### config.mk
export PLATFORM = sky130hd
export DESIGN_NAME = rx_len_filter
export DESIGN_NICKNAME = d
export VERILOG_FILES = /design/src/rtl/rxlf_pkg.sv /design/src/rtl/rxlf_datapath.sv /design/src/rtl/rxlf_ctrl.sv /design/src/rtl/rxlf_flags.sv /design/src/rtl/rx_len_filter.sv
export SDC_FILE = /design/constraint.sdc
export NUM_CORES = 1
export LEC_CHECK = 0
export ABC_AREA = 1
export BUFFER_PORTS_ARGS = -buffer_cell sky130_fd_sc_hd__clkbuf_2
export CAP_MARGIN = 25
export CORE_AREA = 2 2 84 86
export DETAILED_ROUTE_END_ITERATION = 6
export DIE_AREA = 0 0 86 88
export PLACE_DENSITY = 0.51
export SYNTH_ARGS = -nofsm -noshare
export SYNTH_HDL_FRONTEND = slang
export SYNTH_SLANG_ARGS = --single-unit
### constraint.sdc
create_clock -name clk -period 3.59 [get_ports clk]
set_input_delay 1.077 -clock clk [delete_from_list [all_inputs] [get_ports clk]]
set_output_delay 1.077 -clock clk [all_outputs]
set_load 0.05 [all_outputs]
### src/rtl/rxlf_pkg.sv
package rxlf_pkg;
  // Strobes from control to datapath
  typedef struct packed {
    logic frameStart;
    logic byteTick;
  } dpStrobe_t;

  // Limit comparison results returned by the datapath (include this cycle's byte)
  typedef struct packed {
    logic overCap;
    logic overMax;
  } dpStatus_t;
endpackage

### src/rtl/rxlf_datapath.sv
module rxlf_datapath
  import rxlf_pkg::*;
#(
  parameter int CNT_W    = 12,
  parameter int CODE_W   = 3,
  parameter int BASE_CAP = 96,
  parameter int MAX_CODE = 4
) (
  input  logic              clk,
  input  logic              rstN,
  input  dpStrobe_t         strobe,
  input  logic [CODE_W-1:0] sizeCode,
  input  logic [CNT_W-1:0]  maxLen,
  output dpStatus_t         status
);
  localparam logic [CNT_W-1:0]  CNT_MAX  = '1;
  localparam logic [CODE_W-1:0] CODE_LIM = CODE_W'(MAX_CODE);
  localparam logic [CNT_W-1:0]  CAP_UNIT = CNT_W'(BASE_CAP);

  logic [CNT_W-1:0]  byteCnt;
  logic [CNT_W-1:0]  cntBase;
  logic [CNT_W-1:0]  cntNext;
  logic [CODE_W-1:0] capCode;
  logic [CNT_W-1:0]  capBytes;

  always_comb begin
    capCode  = (sizeCode > CODE_LIM) ? CODE_LIM : sizeCode;
    capBytes = CAP_UNIT << capCode;
  end

  always_comb begin
    cntBase = strobe.frameStart ? '0 : byteCnt;
    if (strobe.byteTick && cntBase != CNT_MAX) cntNext = cntBase + 1'b1;
    else                                       cntNext = cntBase;
  end

  always_ff @(posedge clk or negedge rstN) begin
    if (!rstN) byteCnt <= '0;
    else       byteCnt <= cntNext;
  end

  assign status.overCap = cntNext > capBytes;
  assign status.overMax = cntNext > maxLen;
endmodule

### src/rtl/rxlf_ctrl.sv
module rxlf_ctrl
  import rxlf_pkg::*;
#(
  parameter int NUM_BUF = 3,
  parameter int BUF_W   = 2
) (
  input  logic               clk,
  input  logic               rstN,
  input  logic               sofIn,
  input  logic [BUF_W-1:0]   bufSel,
  input  logic               byteValid,
  input  logic               eofIn,
  input  dpStatus_t          status,
  output dpStrobe_t          strobe,
  output logic [NUM_BUF-1:0] setValid,
  output logic [NUM_BUF-1:0] setOverrun,
  output logic               setBabble
);
  localparam logic [NUM_BUF-1:0] ONE_HOT0 = NUM_BUF'(1);

  logic             inFrame;
  logic [BUF_W-1:0] bufIdx;
  logic [BUF_W-1:0] curBuf;
  logic             active;
  logic             endNow;
  logic [NUM_BUF-1:0] bufMask;

  assign active = inFrame | sofIn;
  assign curBuf = sofIn ? bufSel : bufIdx;
  assign endNow = eofIn & active;
  assign bufMask = ONE_HOT0 << curBuf;

  assign strobe.frameStart = sofIn;
  assign strobe.byteTick   = byteValid & active;

  always_ff @(posedge clk or negedge rstN) begin
    if (!rstN) begin
      inFrame <= 1'b0;
      bufIdx  <= '0;
    end else begin
      inFrame <= active & ~eofIn;
      if (sofIn) bufIdx <= bufSel;
    end
  end

  // Capacity overrun wins over the maximum-length check
  always_comb begin
    setValid   = '0;
    setOverrun = '0;
    setBabble  = 1'b0;
    if (endNow) begin
      if (status.overCap) begin
        setOverrun = bufMask;
      end else begin
        setValid  = bufMask;
        setBabble = status.overMax;
      end
    end
  end
endmodule

### src/rtl/rxlf_flags.sv
module rxlf_flags #(
  parameter int NUM_BUF = 3
) (
  input  logic               clk,
  input  logic               rstN,
  input  logic [NUM_BUF-1:0] setValid,
  input  logic [NUM_BUF-1:0] setOverrun,
  input  logic               setBabble,
  input  logic [NUM_BUF-1:0] clrValid,
  input  logic [NUM_BUF-1:0] clrOverrun,
  input  logic               clrBabble,
  input  logic               babbleIe,
  output logic [NUM_BUF-1:0] validFlags,
  output logic [NUM_BUF-1:0] overrunFlags,
  output logic               babbleFlag,
  output logic               irq,
  output logic [NUM_BUF-1:0] bufFree
);
  logic [NUM_BUF-1:0] babbleOwner;

  for (genvar i = 0; i < NUM_BUF; i++) begin : g_buf
    always_ff @(posedge clk or negedge rstN) begin
      if (!rstN) begin
        validFlags[i]   <= 1'b0;
        overrunFlags[i] <= 1'b0;
        babbleOwner[i]  <= 1'b0;
      end else begin
        validFlags[i]   <= (validFlags[i] & ~clrValid[i]) | setValid[i];
        overrunFlags[i] <= (overrunFlags[i] & ~clrOverrun[i]) | setOverrun[i];
        babbleOwner[i]  <= (babbleOwner[i] & ~clrBabble) | (setBabble & setValid[i]);
      end
    end
    assign bufFree[i] = ~(validFlags[i] | babbleOwner[i]);
  end

  always_ff @(posedge clk or negedge rstN) begin
    if (!rstN) babbleFlag <= 1'b0;
    else       babbleFlag <= (babbleFlag & ~clrBabble) | setBabble;
  end

  assign irq = babbleFlag & babbleIe;
endmodule

### src/rtl/rx_len_filter.sv
module rx_len_filter
  import rxlf_pkg::*;
#(
  parameter int NUM_BUF  = 3,
  parameter int CNT_W    = 12,
  parameter int CODE_W   = 3,
  parameter int BASE_CAP = 96,
  parameter int MAX_CODE = 4,
  localparam int BUF_W   = (NUM_BUF > 1) ? $clog2(NUM_BUF) : 1
) (
  input  logic               clk,
  input  logic               rstN,
  input  logic               sofIn,
  input  logic [BUF_W-1:0]   bufSel,
  input  logic               byteValid,
  input  logic               eofIn,
  input  logic [CODE_W-1:0]  sizeCode,
  input  logic [CNT_W-1:0]   maxLen,
  input  logic               babbleIe,
  input  logic [NUM_BUF-1:0] clrValid,
  input  logic [NUM_BUF-1:0] clrOverrun,
  input  logic               clrBabble,
  output logic [NUM_BUF-1:0] validFlags,
  output logic [NUM_BUF-1:0] overrunFlags,
  output logic               babbleFlag,
  output logic               irq,
  output logic [NUM_BUF-1:0] bufFree
);
  dpStrobe_t          strobe;
  dpStatus_t          status;
  logic [NUM_BUF-1:0] setValid;
  logic [NUM_BUF-1:0] setOverrun;
  logic               setBabble;

  rxlf_ctrl #(.NUM_BUF(NUM_BUF), .BUF_W(BUF_W)) u_ctrl (
    .clk(clk), .rstN(rstN), .sofIn(sofIn), .bufSel(bufSel),
    .byteValid(byteValid), .eofIn(eofIn), .status(status),
    .strobe(strobe), .setValid(setValid), .setOverrun(setOverrun),
    .setBabble(setBabble)
  );

  rxlf_datapath #(.CNT_W(CNT_W), .CODE_W(CODE_W), .BASE_CAP(BASE_CAP),
                  .MAX_CODE(MAX_CODE)) u_dp (
    .clk(clk), .rstN(rstN), .strobe(strobe), .sizeCode(sizeCode),
    .maxLen(maxLen), .status(status)
  );

  rxlf_flags #(.NUM_BUF(NUM_BUF)) u_flags (
    .clk(clk), .rstN(rstN), .setValid(setValid), .setOverrun(setOverrun),
    .setBabble(setBabble), .clrValid(clrValid), .clrOverrun(clrOverrun),
    .clrBabble(clrBabble), .babbleIe(babbleIe), .validFlags(validFlags),
    .overrunFlags(overrunFlags), .babbleFlag(babbleFlag), .irq(irq),
    .bufFree(bufFree)
  );
endmodule

-- Yosys cells after proc, flatten, opt, wreduce, memory -nomap -nowiden
Cells that the tools add are included.
- add/sub/neg operators: 1
- $mul: 0
- div/mod/pow operators: 0
- order comparisons: 3
- equal/unequal tests: 1
- shift operators: 2
- muxes and demuxes: 10
- bitwise gates (word level): 42
- reductions and logical operators: 1
- operators by type and width (kind ; number):
    $gt A12 B12 Y1 ; 2
    $mux W12 ; 2
    $and A1 B1 Y1 ; 17
    $mux W3 ; 5
    $or A1 B1 Y1 ; 14
    $add A12 B1 Y12 const B ; 1
    $ne A12 B12 Y1 const B ; 1
    $shl A7 B3 Y12 const A ; 1
    $not A1 Y1 ; 11
    $gt A3 B3 Y1 const B ; 1
    $shl A1 B2 Y3 const A ; 1
    $mux W1 ; 2
    $mux W2 ; 1
    $logic_and A1 B1 Y1 ; 1
- flip-flop bits (word level): 25
- latch bits: 0
- RAM bits: 0
- ROM bits: 0
- bits of input ports: 30
- output and inout port bits: 11
- logic and storage cells: 73
- memories: 0

-- Depth between registers and ports, before layout
Gate-level depths: netlist of run 1.
- depth in word-level cells: 9
- mapped depth: 27
- depth with buffers taken out: 25

-- Modules after synthesis
A second synthesis of run 1 with hierarchy kept.
- cells, all modules: 309
- area total of the unflattened synthesis: 2250.9 um^2
- by module, submodules not included (module ; instances ; cells an instance ; area each (um^2)):
    rxlf_datapath ; 1 ; 216 ; 1594.0
    rxlf_flags ; 1 ; 52 ; 407.9
    rxlf_ctrl ; 1 ; 41 ; 249.0

-- Worst setup path before layout of run 1
OpenSTA, ideal clock, no wires.
- path kind: input to register
- start: in sofIn
- end: reg u_flags.babbleOwner[0]
- library setup time: 0.065 ns
- data arrival time: 3.645 ns
- required time: 3.525 ns
- path slack: -0.120 ns
- stages: 26
- buffers on the path: 2
- path through: buf_6 inv_4 buf_12 nand2_1 inv_1 ha_1 nand2_1 inv_1 nand2_1 inv_1 nand3_4 nand2_8 inv_4 nand3_1 nor2_1 xnor2_1 ha_1 nand2_1 inv_1 nand2_2 inv_1 a21boi_2 nand3_2 nand2_4 nand3_1 nand2_1
- word-level cells in the longest chain between the ends: 9
- ends and longest elaborated chain (item ; RTL line ; source):
    start, declared ; rx_len_filter.sv:13 ; input logic sofIn,
    branches (longest 3 deep; another with $add A12 B1 Y12) ; n/a ;
    $mux W12 (*) ; rxlf_datapath.sv:33 ; if (strobe.byteTick && cntBase != CNT_MAX) cntNext = cntBase + 1'b1;
    named net u_dp.cntNext[10] ; rxlf_datapath.sv:22 ; logic [CNT_W-1:0] cntNext;
    $gt A12 B12 Y1 (on tied branches) ; rxlf_datapath.sv:43, rxlf_datapath.sv:42 ;
    $mux W1 or $mux W3 (tied branches) ; rxlf_ctrl.sv:52 ; if (status.overCap) begin
    $mux W1 or $mux W3 (tied branches) ; rxlf_ctrl.sv:51 ; if (endNow) begin
    $and A1 B1 Y1 (*) ; rxlf_flags.sv:30 ; babbleOwner[i] <= (babbleOwner[i] & ~clrBabble) | (setBabble & setValid[i]);
    $or A1 B1 Y1 (*) ; rxlf_flags.sv:30 ;
    end signal, assigned by index ; rxlf_flags.sv:30 ;
    end, declared ; rxlf_flags.sv:19 ; logic [NUM_BUF-1:0] babbleOwner;
Mark *: on every way through the listed nets, which the timed path passes.

-- Worst setup path in the final report of run 1
- start: in sofIn
- end: reg u_flags.babbleOwner[2]
The elaborated chain is that of the path after synthesis.

==> metrics, run 1 <==
worst setup margin 0.2338 ns; worst slew pin tran 0.6835 ns; top-level I/O count 41; Ant. Diodes 0; H-tree levels 1; Worst path slowest cell ha_1; M1 WL 2681 um; count of pins over their slew limit 0; Max VDD drop 0.1441 mV; Post-synth EDFFs 0; CP max FO 15; Worst EP arrival 3.53 ns; fillers 684; area delta synth->final 26.13%; Seq/Total Area, Yosys 27.79%; critical path, cell by cell clkbuf_4, inv_4, buf_4, nand3_1, nor2_2, nand3_4, nand2_8, inv_8, buf_12, o21ai_1, ha_1, a21oi_1, o21ai_2, buf_4, nand3_1, nand2_1, nor2_1, nor2_2, nand3_1, nand2_1; Sequential Power Share 43.7%; type of origin of the critical path input port; P_sw 0.2389 mW; Core Area 6644 um2; Buffers on Ports 40; worst path required time 3.77 ns; RSZ-0062 raised after global routing yes; fmax 298.0 MHz; Vias 2,035; largest area contributor in the netlist dfrtp_1; Avg Vias per Cell 4.502; Final Skew 0.004741 ns; Overflow after GRT 0; MaxCap Viol Count 0; placed inst area 2745 um2; hpwl dp 4522 um; status finished, final reports clean; met2 routed WL 2461 um; final setup violating endpoints 0; initial antenna violation count 0; PwrDens 241.7 nW/um2; Initial Util 33.88%; Synth Flop Type dfrtp_1; Clock Path Buffers 2; combinational share of power 29.6%; WL/cell 11.70 um; non-filler cells in the finished layout 452; vias in the first global route 2,072; Syn Nets 350; Pre-antenna DRT Iters 4; DIE HEIGHT 88 um; Clk pin slew, worst setup/hold paths 0.10 ns; clock latency on the worst-skew pair 0.28 ns; Avg Inst Size Synth 7.404 um2; pre-CTS WS -0.1713 ns; Worst Setup Path Type input port to flop; die area 7568 um2; first-pass GRT wire length 9390 um; Hold Crit Class flop to flop; gr usage total 15.45%; DR DRC count 0; most used cell, CP nand3_1; CP peak stage delay 0.28 ns; Die X 86 um; Post-DRT Antenna Nets 0; switching share of power 34.81%; Top Metal Used met4; largest net degree at the start of global routing 26; slew margin rel. 54.43%; Tcrit/Tclk final 93.49%; Site Rows 30; Syn Inst Count 304; nets 419; min cycle time layout 3.356 ns; CTS buffer count 3; FF+latch count, synth 25; clock network fraction of total power 26.7%; Yosys top cell area share 27.79%; count of cell types in the netlist 36; layout cells sized above 1 35.22%; CTS tree yes; wirelength, routed 5289 um; internal power 0.4474 mW; Hold Fails Final Rpt 0; met3 wire length 113 um; Ys Warns 0; Area contributors post-synth dfrtp_1, nand2_1, inv_1, ha_1, nand3_1; leak pwr 1.551 nW; Final Cell Area 2839 um2; clk root buf clkbuf_8; ys async rst share 100.0%; dpl cells 447; total power 0.6863 mW; # clock sinks 25; Worst Setup End Kind flop; initial detailed-routing violation count 61; GPL Wtd Cong 0.7777; mapped cell area 2251 um2
cells in the final DEF, fill, tap and decap left out, types with 2 or more instances in the layout:
master | netlist | routed
nor2_4 | 5 | 5
nor2_1 | 23 | 20
nand3_2 | 6 | 6
xor2_2 | 1 | 3
nand2_2 | 10 | 11
dfrtp_1 | 25 | 25
nand3_4 | 2 | 3
o21ai_1 | 7 | 8
xor2_1 | 7 | 5
buf_4 | 0 | 26
nand4_1 | 8 | 8
o21bai_1 | 2 | 2
nand2_1 | 66 | 65
nor2_2 | 8 | 11
a21oi_1 | 5 | 5
o21ai_2 | 1 | 2
o21ai_0 | 5 | 3
inv_2 | 3 | 3
inv_1 | 59 | 59
clkbuf_8 | 0 | 3
or2_2 | 2 | 2
nand3_1 | 25 | 24
nand2_4 | 3 | 3
ha_1 | 16 | 15
clkbuf_2 | 0 | 39
final cells by class:
cell class / count / area (um2) / area share, %
clock buffers: 3 / 41.29 / 1.454
inverters: 64 / 250.2 / 8.814
multi-input cells: 212 / 1395 / 49.14
flip-flops and latches: 25 / 625.6 / 22.04
clock inverters: 1 / 8.758 / 0.3085
repair buffers: 67 / 417.9 / 14.72
well taps: 80 / 100.1 / 3.526
power by group through the flow:
stage | logic, mW | clock network, mW | registers [mW]
2_1_floorplan | 0.122 | 0 | 0.319
3_3_place_gp | 0.200 | 0 | 0.305
3_5_place_dp | 0.203 | 0 | 0.305
4_1_cts | 0.204 | 0.192 | 0.300
5_1_grt | 0.229 | 0.205 | 0.301
6_report | 0.203 | 0.183 | 0.300
cell families after synthesis:
group	synth area share, %
AO/OA/AOI/OAI	7.337
XOR/XNOR	3.836
adder cells (fa/ha/maj)	8.894
buffers and inverters	12.95
flip-flops	27.79
AND/OR/NAND/NOR	39.19
state kept, by name (all words and copies together), names as in the netlist:
name,cells
u_flags.validFlags,3
u_dp.byteCnt,12
u_flags.babbleOwner,3
u_ctrl.bufIdx,2
u_flags.overrunFlags,3
u_ctrl.inFrame,1
u_flags.babbleFlag,1
synth_stat cells (2+ instances only):
cell type and instances:
nand3_4 2, o21ai_0 5, inv_1 59, inv_4 2, nand2_1 66, nor2_4 5, nor2_2 8, nand4_1 8
or2_2 2, xor2_1 7, inv_2 3, nand2_2 10, a21oi_1 5, o21ai_1 7, nor2_1 23, nand2_4 3
ha_1 16, nand3_2 6, o21bai_1 2, dfrtp_1 25, nand3_1 25
path summary, 6_finish.rpt:
| check | depth (start not counted) | to | slack [ns] | startpoint |
|---|---|---|---|---|
| max | 20 | u_flags.babbleOwner[2]$_DFF_PN0_ | 0.23 | sofIn |
| min | 2 | u_flags.babbleOwner[0]$_DFF_PN0_ | 0.49 | u_flags.babbleOwner[0]$_DFF_PN0_ |
| max reg2reg | 24 | u_flags.babbleOwner[2]$_DFF_PN0_ | 0.84 | u_dp.byteCnt[1]$_DFF_PN0_ |
| min reg2reg | 2 | u_flags.babbleOwner[0]$_DFF_PN0_ | 0.49 | u_flags.babbleOwner[0]$_DFF_PN0_ |
| max in group asynchronous | 1 | u_flags.validFlags[1]$_DFF_PN0_ | 2.33 | rstN |
| min in group asynchronous | 1 | u_ctrl.inFrame$_DFF_PN0_ | 0.82 | rstN |
through the flow:
| stage | setup TNS (ns) | utilization [%] | hold slack, ns |
|---|---|---|---|
| final | 0 | 42.73 | 0.4939 |
| after global routing | 0 | 42.73 | 0.5218 |
| after CTS | 0 | 42.07 | 0.4997 |
| after detailed placement | -1.478 | 41.32 | 0.4730 |
| after global placement | -1.365 | 41.32 | 0.4719 |
| after floorplan | 0 | - | 0.4498 |
per-layer routing:
| metal | global-route usage, % | vias up |
|---|---|---|
| li1 | - | 1081 |
| met1 | 22.04 | 927 |
| met2 | 26.00 | 25 |
| met3 | 1.414 | 2 |
| met4 | 2.165 | 0 |
| met5 | 0 | - |
worst max-delay path, delay by kind of cell:
kind                     cells  cell delay, ns
AND/OR/NAND/NOR             10            1.00
AO/OA/AOI/OAI                3            0.46
adder cells (fa/ha/maj)      1            0.28
buffers and inverters        6            0.70
timing repair:
item,in CTS,in global routing
gates resized for setup,0,8
buffers inserted,0,1
hold endpoints to repair,0,0
hold buffers,0,0
setup endpoints to repair,0,8
No activity file was read; power rests on OpenSTA's default activity.
==> run 2: changes to the inputs <==
--- a/config.mk
+++ b/config.mk
@@ -11,6 +11,7 @@
 export CORE_AREA = 2 2 84 86
 export DETAILED_ROUTE_END_ITERATION = 6
 export DIE_AREA = 0 0 86 88
+export GPL_TIMING_DRIVEN = 0
 export PLACE_DENSITY = 0.51
 export SYNTH_ARGS = -nofsm -noshare
 export SYNTH_HDL_FRONTEND = slang
==> metrics, run 2 (synthesis gave the netlist of run 1 again) <==
initial detailed-routing violation count 82 (+34%); fmax 294.3 MHz (-1.2%); Pre-antenna DRT Iters 4 (unchanged); Ant. Diodes 0 (unchanged); min cycle time layout 3.398 ns (+0.04143 ns); slew margin rel. 55.82% (+1.4 points); Initial Util 33.88% (unchanged); CP max FO 7 (-8); top-level I/O count 41 (unchanged); type of origin of the critical path input port; critical path's top delay family simple AND/OR/NAND/NOR gates; most used cell, CP nand2_1; DIE HEIGHT 88 um (unchanged); H-tree levels 1 (unchanged); Avg Vias per Cell 4.453 (-1.1%); Final Skew 0.006435 ns (+0.001694 ns); DR DRC count 0 (unchanged); Worst Setup End Kind flop; Post-DRT Antenna Nets 0 (unchanged); Tcrit/Tclk final 94.64% (+1.2 points); # clock sinks 25 (unchanged); most common cell after layout, fill and taps aside nand2_1; fin util 42.99% (+0.26 points); layout cells sized above 1 37.64% (+2.4 points); Core Area 6644 um2 (unchanged); Vias 1,977 (-2.9%); Site Rows 30 (unchanged); max FFs per register 12 (unchanged); FF-to-FF End u_flags.babbleOwner[0]$_DFF_PN0_; reg-to-reg startpoint u_dp.byteCnt[1]$_DFF_PN0_; vias in the first global route 1,851 (-11%); initial antenna violation count 0 (unchanged); worst setup path startpoint sofIn; CTS tree yes; Most flops, register u_dp.byteCnt; Hold Fails Final Rpt 0 (unchanged); clk root buf clkbuf_8; WL/cell 12.05 um (+3.0%); hpwl dp 4195 um (-7.2%); final setup violating endpoints 0 (unchanged); count of pins over their slew limit 0 (unchanged); largest net degree at the start of global routing 26 (unchanged); worst slew pin tran 0.6627 ns (-0.02082 ns); Worst EP arrival 3.62 ns (+0.09 ns); worst path required time 3.82 ns (+0.05 ns); Buffers on Ports 39 (-2.5%); commonest non-fill, non-tap cells in the layout nand2_1, inv_1, clkbuf_2; area delta synth->final 26.90%; FF/Latch Area 625.6 um2 (unchanged); Stages on worst setup path 26 (+30%); CTS buffer count 3 (unchanged); clock latency on the worst-skew pair 0.28 ns (about the same); GPL Wtd Cong 0.7681 (-1.2%); Hold Crit Class flop to flop; leak pwr 1.517 nW (-2.2%); Hold Buf Count CTS 0 (unchanged); total power 0.6945 mW (+1.2%); first-pass GRT wire length 8700 um (-7.3%); MaxCap Viol Count 0 (unchanged); wirelength, routed 5350 um (+1.2%); status finished, final reports clean; Worst path slowest cell ha_1; Die X 86 um (unchanged); nets 411 (-1.9%); CP peak stage delay 0.30 ns (+0.02 ns); WP buf/inv 8 (+2); die area 7568 um2 (unchanged); R2R setup slack 0.76 ns (-0.08 ns); PwrDens 243.1 nW/um2 (+0.58%); CP endpoint u_flags.babbleOwner[0]$_DFF_PN0_; gr usage total 14.56% (-0.89 points); Overflow after GRT 0 (unchanged); worst reg-to-reg path cell count 23 (-4.2%); area of the multi-input gates 1453 um2 (+4.1%); Clk pin slew, worst setup/hold paths 0.10 ns (about the same); fillers 681 (-0.44%); Worst Setup Path Type input port to flop; Max VDD drop 0.1167 mV (-19%); Clock Path Buffers 2 (unchanged)
-- run 2: cell count changes in the layout (fill, tap and decap cells not counted), sizes merged --
cell / before / now
buf: 27 / 20
clkbuf: 43 / 42
-- run 2: how the worst min path moves through the flow --
stage,startpoint,slack (ns),to,cells after the start
2_1_floorplan,u_flags.babbleOwner[0]$_DFF_PN0_,0.45,u_flags.babbleOwner[0]$_DFF_PN0_,2
3_3_place_gp,u_flags.babbleOwner[1]$_DFF_PN0_,0.47,u_flags.babbleOwner[1]$_DFF_PN0_,2
3_5_place_dp,u_flags.babbleOwner[0]$_DFF_PN0_,0.47,u_flags.babbleOwner[0]$_DFF_PN0_,2
4_1_cts,u_flags.babbleOwner[0]$_DFF_PN0_,0.50,u_flags.babbleOwner[0]$_DFF_PN0_,2
5_1_grt,u_flags.babbleOwner[0]$_DFF_PN0_,0.51,u_flags.babbleOwner[0]$_DFF_PN0_,2
6_report,u_flags.babbleOwner[0]$_DFF_PN0_,0.50,u_flags.babbleOwner[0]$_DFF_PN0_,2
-- run 2: through the flow --
| stage | worst slack [ns] | std cells | TNS [ns] | instance area (um2) | hold slack [ns] |
|---|---|---|---|---|---|
| final | 0.1923 | 444 | 0 | 2856 | 0.4951 |
| after detailed placement | -0.5526 | 423 | -4.296 | 2579 | 0.4744 |
| after floorplan | 0.004802 | 304 | 0 | 2283 | 0.4498 |
| after CTS | 0.04595 | 430 | 0 | 2683 | 0.4994 |
| after global routing | -0.007359 | 444 | -0.009500 | 2856 | 0.5101 |
| after global placement | -0.5680 | 423 | -4.238 | 2579 | 0.4721 |
-- run 2: repair_timing --
item,4_1_cts,5_1_grt
pin swaps,5,15
gates resized for setup,6,20
buffers inserted,3,14
endpoints found under the setup margin,10,10
-- run 2: area by class of cell --
type	count	area share (%)
inverter	64	8.760
tap	80	3.504
sequential	25	21.90
clock inverter	1	0.3066
clock buffer	3	1.445
timing repair buffer	56	11.30
multi-input combinational	212	50.85
buffer	3	1.927
-- run 2: per-layer routing --
| metal | track usage (%) | part of all wire [%] | wire length (um) |
|---|---|---|---|
| met4 | 2.165 | 0.43 | 23 |
| met2 | 24.45 | 48 | 2583 |
| met1 | 20.58 | 48 | 2543 |
| met5 | 0 | 0 | 0 |
| met3 | 1.697 | 3.7 | 200 |
-- run 2: tightest hold or removal path, cell delays in order (launching register included) --
cell and delay [ns]:
dfrtp_1 0.36, nand2_1 0.05, nand2_1 0.06
-- run 2: report_power, final --
group / internal (mW) / switching (mW)
logic: 0.0764 / 0.134
clock network: 0.0815 / 0.102
registers: 0.293 / 0.00825
total: 0.451 / 0.244
